$ cat src/rtl/trim_pkg.sv
package trim_pkg;

  localparam int TRIM_SAMPLE_W   = 24;
  localparam int TRIM_WORD_W     = 32;
  localparam int TRIM_GAIN_INT_W = 6;
  localparam int TRIM_GAIN_FRAC  = 24;
  localparam int TRIM_GAIN_CEIL  = 40;

  typedef enum logic {
    TRIM_SEL_OFFSET = 1'b0,
    TRIM_SEL_GAIN   = 1'b1
  } trim_sel_e;

endpackage

$ cat src/rtl/trim_regs.sv
module trim_regs
  import trim_pkg::*;
#(
  parameter int SAMPLE_W    = TRIM_SAMPLE_W,
  parameter int WORD_W      = TRIM_WORD_W,
  parameter int GAIN_W      = TRIM_GAIN_INT_W + TRIM_GAIN_FRAC,
  parameter int GAIN_FRAC_W = TRIM_GAIN_FRAC,
  parameter int GAIN_CEIL   = TRIM_GAIN_CEIL
) (
  input  logic                clk,
  input  logic                rst_n,
  input  logic                reg_we,
  input  trim_sel_e           reg_sel,
  input  logic [WORD_W-1:0]   reg_wdata,
  output logic [WORD_W-1:0]   reg_rdata,
  output logic [SAMPLE_W-1:0] off_hi,
  output logic [GAIN_W-1:0]   gain_q,
  output logic                gain_clamp_hit
);

  localparam int PAD_W  = WORD_W - SAMPLE_W;
  localparam int GTOP_W = WORD_W - GAIN_W;
  localparam logic [GAIN_W-1:0] GAIN_ONE   = GAIN_W'(1) << GAIN_FRAC_W;
  localparam logic [GAIN_W-1:0] GAIN_LIMIT = GAIN_W'(GAIN_CEIL) << GAIN_FRAC_W;

  function automatic logic [GAIN_W-1:0] limit_gain(input logic [GAIN_W-1:0] g);
    if (g > GAIN_LIMIT) return GAIN_LIMIT;
    return g;
  endfunction

  logic wr_off;
  logic wr_gain;
  logic [GAIN_W-1:0] gain_field;
  logic unused_dropped_bits;

  assign wr_off     = reg_we && (reg_sel == TRIM_SEL_OFFSET);
  assign wr_gain    = reg_we && (reg_sel == TRIM_SEL_GAIN);
  assign gain_field = reg_wdata[GAIN_W-1:0];
  assign gain_clamp_hit = wr_gain && (gain_field > GAIN_LIMIT);
  assign unused_dropped_bits = ^{reg_wdata[PAD_W-1:0], reg_wdata[WORD_W-1:GAIN_W]};

  always_ff @(posedge clk) begin
    if (!rst_n) begin
      off_hi <= '0;
      gain_q <= GAIN_ONE;
    end else begin
      if (wr_off)  off_hi <= reg_wdata[WORD_W-1:PAD_W];
      if (wr_gain) gain_q <= limit_gain(gain_field);
    end
  end

  always_comb begin
    if (reg_sel == TRIM_SEL_GAIN) reg_rdata = {{GTOP_W{1'b0}}, gain_q};
    else                          reg_rdata = {off_hi, {PAD_W{1'b0}}};
  end

endmodule

$ cat src/rtl/trim_pipe.sv
module trim_pipe
  import trim_pkg::*;
#(
  parameter int SAMPLE_W    = TRIM_SAMPLE_W,
  parameter int WORD_W      = TRIM_WORD_W,
  parameter int GAIN_W      = TRIM_GAIN_INT_W + TRIM_GAIN_FRAC,
  parameter int GAIN_FRAC_W = TRIM_GAIN_FRAC
) (
  input  logic                clk,
  input  logic                rst_n,
  input  logic                in_valid,
  input  logic [SAMPLE_W-1:0] in_sample,
  input  logic [SAMPLE_W-1:0] off_hi,
  input  logic [GAIN_W-1:0]   gain_q,
  output logic                s1_valid,
  output logic                s2_valid,
  output logic                sat_event,
  output logic                out_valid,
  output logic [WORD_W-1:0]   out_word,
  output logic                out_ovf
);

  localparam int DIFF_W = SAMPLE_W + 1;
  localparam int PROD_W = DIFF_W + GAIN_W + 1;
  localparam int PAD_W  = WORD_W - SAMPLE_W;
  localparam logic signed [PROD_W-1:0] HALF_LSB = PROD_W'(1) <<< (GAIN_FRAC_W - 1);
  localparam logic signed [PROD_W-1:0] SAT_MAX  = (PROD_W'(1) <<< (SAMPLE_W - 1)) - PROD_W'(1);
  localparam logic signed [PROD_W-1:0] SAT_MIN  = -(PROD_W'(1) <<< (SAMPLE_W - 1));

  // Stage-one arithmetic: offset removal at full sample precision plus a guard bit
  function automatic logic signed [DIFF_W-1:0] trim_sub(
    input logic signed [SAMPLE_W-1:0] s,
    input logic signed [SAMPLE_W-1:0] o
  );
    return DIFF_W'(s) - DIFF_W'(o);
  endfunction

  // Stage-two arithmetic: signed difference times unsigned fixed-point gain
  function automatic logic signed [PROD_W-1:0] trim_mul(
    input logic signed [DIFF_W-1:0] d,
    input logic [GAIN_W-1:0]        g
  );
    return PROD_W'(d) * $signed(PROD_W'(g));
  endfunction

  // Stage-three arithmetic: round half up at the output LSB, then clamp
  function automatic logic [SAMPLE_W:0] trim_round_sat(input logic signed [PROD_W-1:0] p);
    logic signed [PROD_W-1:0] r;
    r = (p + HALF_LSB) >>> GAIN_FRAC_W;
    if (r > SAT_MAX) return {1'b1, SAT_MAX[SAMPLE_W-1:0]};
    if (r < SAT_MIN) return {1'b1, SAT_MIN[SAMPLE_W-1:0]};
    return {1'b0, r[SAMPLE_W-1:0]};
  endfunction

  logic signed [DIFF_W-1:0] s1_diff;
  logic [GAIN_W-1:0]        s1_gain;
  logic signed [PROD_W-1:0] s2_prod;
  logic [SAMPLE_W:0]        s3_next;

  assign s3_next   = trim_round_sat(s2_prod);
  assign sat_event = s2_valid && s3_next[SAMPLE_W];

  always_ff @(posedge clk) begin
    if (!rst_n) begin
      s1_valid  <= 1'b0;
      s1_diff   <= '0;
      s1_gain   <= '0;
      s2_valid  <= 1'b0;
      s2_prod   <= '0;
      out_valid <= 1'b0;
      out_word  <= '0;
      out_ovf   <= 1'b0;
    end else begin
      s1_valid <= in_valid;
      if (in_valid) begin
        s1_diff <= trim_sub(in_sample, off_hi);
        s1_gain <= gain_q;
      end
      s2_valid <= s1_valid;
      if (s1_valid) s2_prod <= trim_mul(s1_diff, s1_gain);
      out_valid <= s2_valid;
      if (s2_valid) begin
        out_word <= {s3_next[SAMPLE_W-1:0], {PAD_W{1'b0}}};
        out_ovf  <= s3_next[SAMPLE_W];
      end else begin
        out_ovf  <= 1'b0;
      end
    end
  end

endmodule

$ cat src/rtl/sample_trim_path.sv
module sample_trim_path
  import trim_pkg::*;
#(
  parameter int SAMPLE_W    = TRIM_SAMPLE_W,
  parameter int WORD_W      = TRIM_WORD_W,
  parameter int GAIN_INT_W  = TRIM_GAIN_INT_W,
  parameter int GAIN_FRAC_W = TRIM_GAIN_FRAC,
  parameter int GAIN_CEIL   = TRIM_GAIN_CEIL
) (
  input  logic                clk,
  input  logic                rst_n,
  input  logic                reg_we,
  input  logic                reg_addr,
  input  logic [WORD_W-1:0]   reg_wdata,
  output logic [WORD_W-1:0]   reg_rdata,
  input  logic                in_valid,
  input  logic [SAMPLE_W-1:0] in_sample,
  output logic                out_valid,
  output logic [WORD_W-1:0]   out_word,
  output logic                out_ovf
);

  localparam int GAIN_W = GAIN_INT_W + GAIN_FRAC_W;

  logic [SAMPLE_W-1:0] off_hi;
  logic [GAIN_W-1:0]   gain_q;
  logic                gain_clamp_hit;
  logic                s1_valid;
  logic                s2_valid;
  logic                sat_event;
  trim_sel_e           reg_sel;

  assign reg_sel = trim_sel_e'(reg_addr);

  trim_regs #(
    .SAMPLE_W(SAMPLE_W), .WORD_W(WORD_W), .GAIN_W(GAIN_W),
    .GAIN_FRAC_W(GAIN_FRAC_W), .GAIN_CEIL(GAIN_CEIL)
  ) u_regs (
    .clk(clk), .rst_n(rst_n), .reg_we(reg_we), .reg_sel(reg_sel),
    .reg_wdata(reg_wdata), .reg_rdata(reg_rdata),
    .off_hi(off_hi), .gain_q(gain_q), .gain_clamp_hit(gain_clamp_hit)
  );

  trim_pipe #(
    .SAMPLE_W(SAMPLE_W), .WORD_W(WORD_W), .GAIN_W(GAIN_W), .GAIN_FRAC_W(GAIN_FRAC_W)
  ) u_pipe (
    .clk(clk), .rst_n(rst_n), .in_valid(in_valid), .in_sample(in_sample),
    .off_hi(off_hi), .gain_q(gain_q),
    .s1_valid(s1_valid), .s2_valid(s2_valid), .sat_event(sat_event),
    .out_valid(out_valid), .out_word(out_word), .out_ovf(out_ovf)
  );

endmodule

$ cat config.mk
export PLATFORM = sky130hd
export DESIGN_NAME = sample_trim_path
export DESIGN_NICKNAME = d
export VERILOG_FILES = /design/src/rtl/trim_pkg.sv /design/src/rtl/trim_regs.sv /design/src/rtl/trim_pipe.sv /design/src/rtl/sample_trim_path.sv
export SDC_FILE = /design/constraint.sdc
export NUM_CORES = 2
export LEC_CHECK = 0
export CORE_MARGIN = 8
export CORE_UTILIZATION = 35
export CTS_BUF_LIST = sky130_fd_sc_hd__clkbuf_16
export CTS_CLUSTER_SIZE = 8
export DETAILED_ROUTE_END_ITERATION = 8
export GPL_TIMING_DRIVEN = 0
export PLACE_DENSITY_LB_ADDON = 0.05
export SYNTH_ARGS = -nofsm -noshare
export SYNTH_HDL_FRONTEND = slang
export SYNTH_SLANG_ARGS = --single-unit
$ cat constraint.sdc
create_clock -name clk -period 8 [get_ports clk]
set_clock_uncertainty 0.15 [all_clocks]
set_input_delay 0.8 -clock clk [delete_from_list [all_inputs] [get_ports clk]]
set_output_delay 0.8 -clock clk [all_outputs]
set_load 0.01 [all_outputs]
==> impl_metrics.tcl <==
set metrics [dict create \
    ys_ff_latch 170 \
    synth_flop_cell "dfxtp_1" \
    ir_drop_mv 0.131 \
    vias_per_cell 5.01 \
    status "finished, final reports clean" \
    grt_pass1_wl_mm 172 \
    slew_headroom_pct 22.1 \
    period_needed_ns 7.84 \
    cts.sinks 170 \
    critPathSlowestCell "clkbuf_1" \
    first_pass_iters 7 \
    globalRouteTotalUtil_pct 22.7 \
    setup_tns_ns 0 \
    critical_path_class "flip-flop to flip-flop" \
    synth_top_family_by_area "adder cells" \
    ys_seq_area_share_pct 10.6 \
    crit_chain "clkbuf_1 -> nand2_1 -> fa_1 -> fa_1 -> inv_1 -> fa_1 -> fa_1 -> fa_1 -> fa_1 -> inv_1 -> fa_1 -> inv_1 -> ha_1 -> clkbuf_2 -> nand3_2 -> nor4_2 -> nand3_1 -> o21ai_4 -> buf_12 -> o2bb2ai_2 -> a31oi_1 -> a31oi_2 -> nor2_1 -> a211o_1" \
    row_count 111 \
    grt_max_degree 22 \
    hold_violations 0 \
    crit_family "adder cells" \
    synth_edf_count 0 \
    synth.area.mux_share_pct 2.10 \
    cp.arrival_ns 8.07 \
    fin_crit_sh_pct 97.9 \
    synth-xor-area-share_pct 1.93 \
    synth_area_mm2 0.0322 \
    powerDensity_mw_per_mm2 81.2 \
    max_freq_ghz 0.128 \
    start_util_pct 35.2 \
    dr_total_vias 24900 \
    cp_slowest_stage_delay_ns 0.69 \
    syn_area_per_cell_um2 8.91 \
    drt_iter0_drc 1519 \
    grt_pass1_vias 26300 \
    worst_pin_slew_ns 1.17 \
    dpl.hpwl_mm 97.5 \
    drt-total-wl_mm 115 \
    clk_pin_slew_ns 0.09 \
    dp_cells 4927 \
    critPathBufInv 6 \
    synth_top_area_share_pct 39.8 \
    yosysWarnings 0 \
    antenna_found_initial 9 \
    final_cell_area_mm2 0.0359 \
    drive_gt1_share_pct 6.68 \
    htreeDepth 4 \
    insertion_delay_ns 0.50 \
    maxCapViolCount 0 \
    slew_viol_final 0 \
    cts_tree "done" \
    startpoint_type "flip-flop" \
    endpoint_kind "flip-flop" \
    dpl_cell_area_mm2 0.0349 \
    syn-instance-count 3617 \
    final_common_cell "inv_1" \
    synthTopCellsByArea "fa_1 40%, dfxtp_1 11%, ha_1 9.5%" \
    die_height_um 319 \
    power_leakage_nw 17.6 \
    area_delta_synth_final_pct 11.3 \
    power_mw 2.91 \
    synth_fa_ha_area_share_pct 49.3 \
    drc_errors 0 \
    cp_common_cell "fa_1" \
    critPathMaxFanout 10 \
    layout_common_cells "714 x inv_1, 641 x fa_1, 466 x nand2_1" \
    min_path_type "flip-flop to flip-flop" \
    layout.nets 4708 \
    portBuffers 117 \
    numCtsBuffers 17 \
    synth.distinct_cells 88 \
    drt.antenna.violating_nets 0 \
    async_reset_ff_share_pct 0 \
    required_ns 8.24 \
    clock-root-buffer "clkbuf_16" \
    cts_hold_buf 0 \
    synth_compound_area_share_pct 6.79 \
    io_pins 127 \
    cts.path.max_buffers 2 \
    synth_top_cell_by_area "fa_1" \
    synth_simple_gate_area_share_pct 18.3 \
    setup-violations-final 0 \
    overflow 0 \
    die_area_mm2 0.102 \
    instances_no_fill 4963 \
    wire_per_inst_um 23.2 \
    place_congestion 0.918 \
    coreArea_mm2 0.0915 \
    die_x_um 319 \
]
==> through the flow <==
step | worst slack [ns] | utilization, % | hold slack (ns)
6_report | 0.164 | 39.2 | 0.307
3_5_place_dp | -1.15 | 38.1 | 0.297
2_1_floorplan | 1.24 | - | 0.286
4_1_cts | -0.00403 | 39.0 | 0.309
5_1_grt | -0.0209 | 39.2 | 0.325
3_3_place_gp | -1.14 | 38.1 | 0.292
==> worst reg2reg max path, delay by kind of cell (launching register included) <==
family                     cells  cell delay, ns
AOI/OAI and AO/OA              5            1.21
DFF                            1            0.37
and+or+nand+nor                5            1.10
buffers and inverters          6            1.17
adders and majority gates      8            3.73
==> registers in the layout, indices dropped and copies added, names as in the netlist <==
register	flops
u_pipe.s2_prod	33
u_pipe.s1_gain	30
u_regs.gain_q	30
u_pipe.s1_diff	25
u_pipe.out_word	24
u_regs.off_hi	24
u_pipe.out_ovf	1
u_pipe.out_valid	1
u_pipe.s1_valid	1
u_pipe.s2_valid	1
==> timing repair <==
| action | in CTS | in global routing |
|---|---|---|
| endpoints found under the setup margin | 32 | 18 |
| gates resized for setup | 106 | 131 |
| buffers inserted | 2 | 0 |
| pin swaps | 1 | 0 |
==> power by group <==
| part | internal (mW) | switching [mW] | total (mW) | leakage, nW |
|---|---|---|---|---|
| Sequential | 0.891 | 0.0585 | 0.949 | 1.40 |
| Combinational | 0.361 | 0.684 | 1.05 | 15.9 |
| Clock | 0.434 | 0.486 | 0.919 | 0.303 |
| Total | 1.69 | 1.23 | 2.91 | 17.6 |
==> routing by layer <==
metal  track usage (%)  vias to the layer above  wire length, um
met3              2.02                      110             4380
met5                 0                        -                0
met1              30.0                    12900            50100
li1                  -                    11300                -
met4              7.08                        0             3890
met2              39.2                      539            56800
==> cells by family (layout without fill, tap and decap cells) <==
| kind of cell | Yosys count | after routing |
|---|---|---|
| other | 1 | 10 |
| muxes | 67 | 67 |
| and+or+nand+nor | 1183 | 1183 |
| buffers and inverters | 921 | 1072 |
| xor gates and xnor gates | 71 | 71 |
| DFF | 170 | 170 |
| adders and majority gates | 885 | 885 |
| AOI/OAI and AO/OA | 319 | 319 |
==> Yosys cell counts (45+ instances only) <==
cell / number
a21oi_1: 89
and2_1: 389
clkbuf_1: 180
dfxtp_1: 170
fa_1: 641
ha_1: 244
inv_1: 714
mux2i_1: 63
nand2_1: 466
nor2_1: 151
o21ai_0: 52
xnor2_1: 45
==> path summary, 6_finish.rpt <==
check / start / end / slack (ns) / depth (start not counted)
max reg2reg: u_pipe.s1_diff[23]$_SDFFE_PN0P_ / u_pipe.s2_prod[54]$_SDFFE_PN0P_ / 0.16 / 24
min reg2reg: u_regs.off_hi[3]$_SDFFE_PN0P_ / u_regs.off_hi[3]$_SDFFE_PN0P_ / 0.31 / 2
min: u_regs.off_hi[3]$_SDFFE_PN0P_ / u_regs.off_hi[3]$_SDFFE_PN0P_ / 0.31 / 2
max: u_pipe.s1_diff[23]$_SDFFE_PN0P_ / u_pipe.s2_prod[54]$_SDFFE_PN0P_ / 0.16 / 24
==> cell type report <==
cell class	instances	area, um2
fill	9549	55700
multi-input combinational	2533	25400
sequential	170	3430
inverter	714	2680
tap	1186	1480
timing repair buffer	119	1200
buffer	207	1070
clock buffer	17	425
clock inverter	15	204
antenna	2	5.00
(Power assumes the default switching activity.)
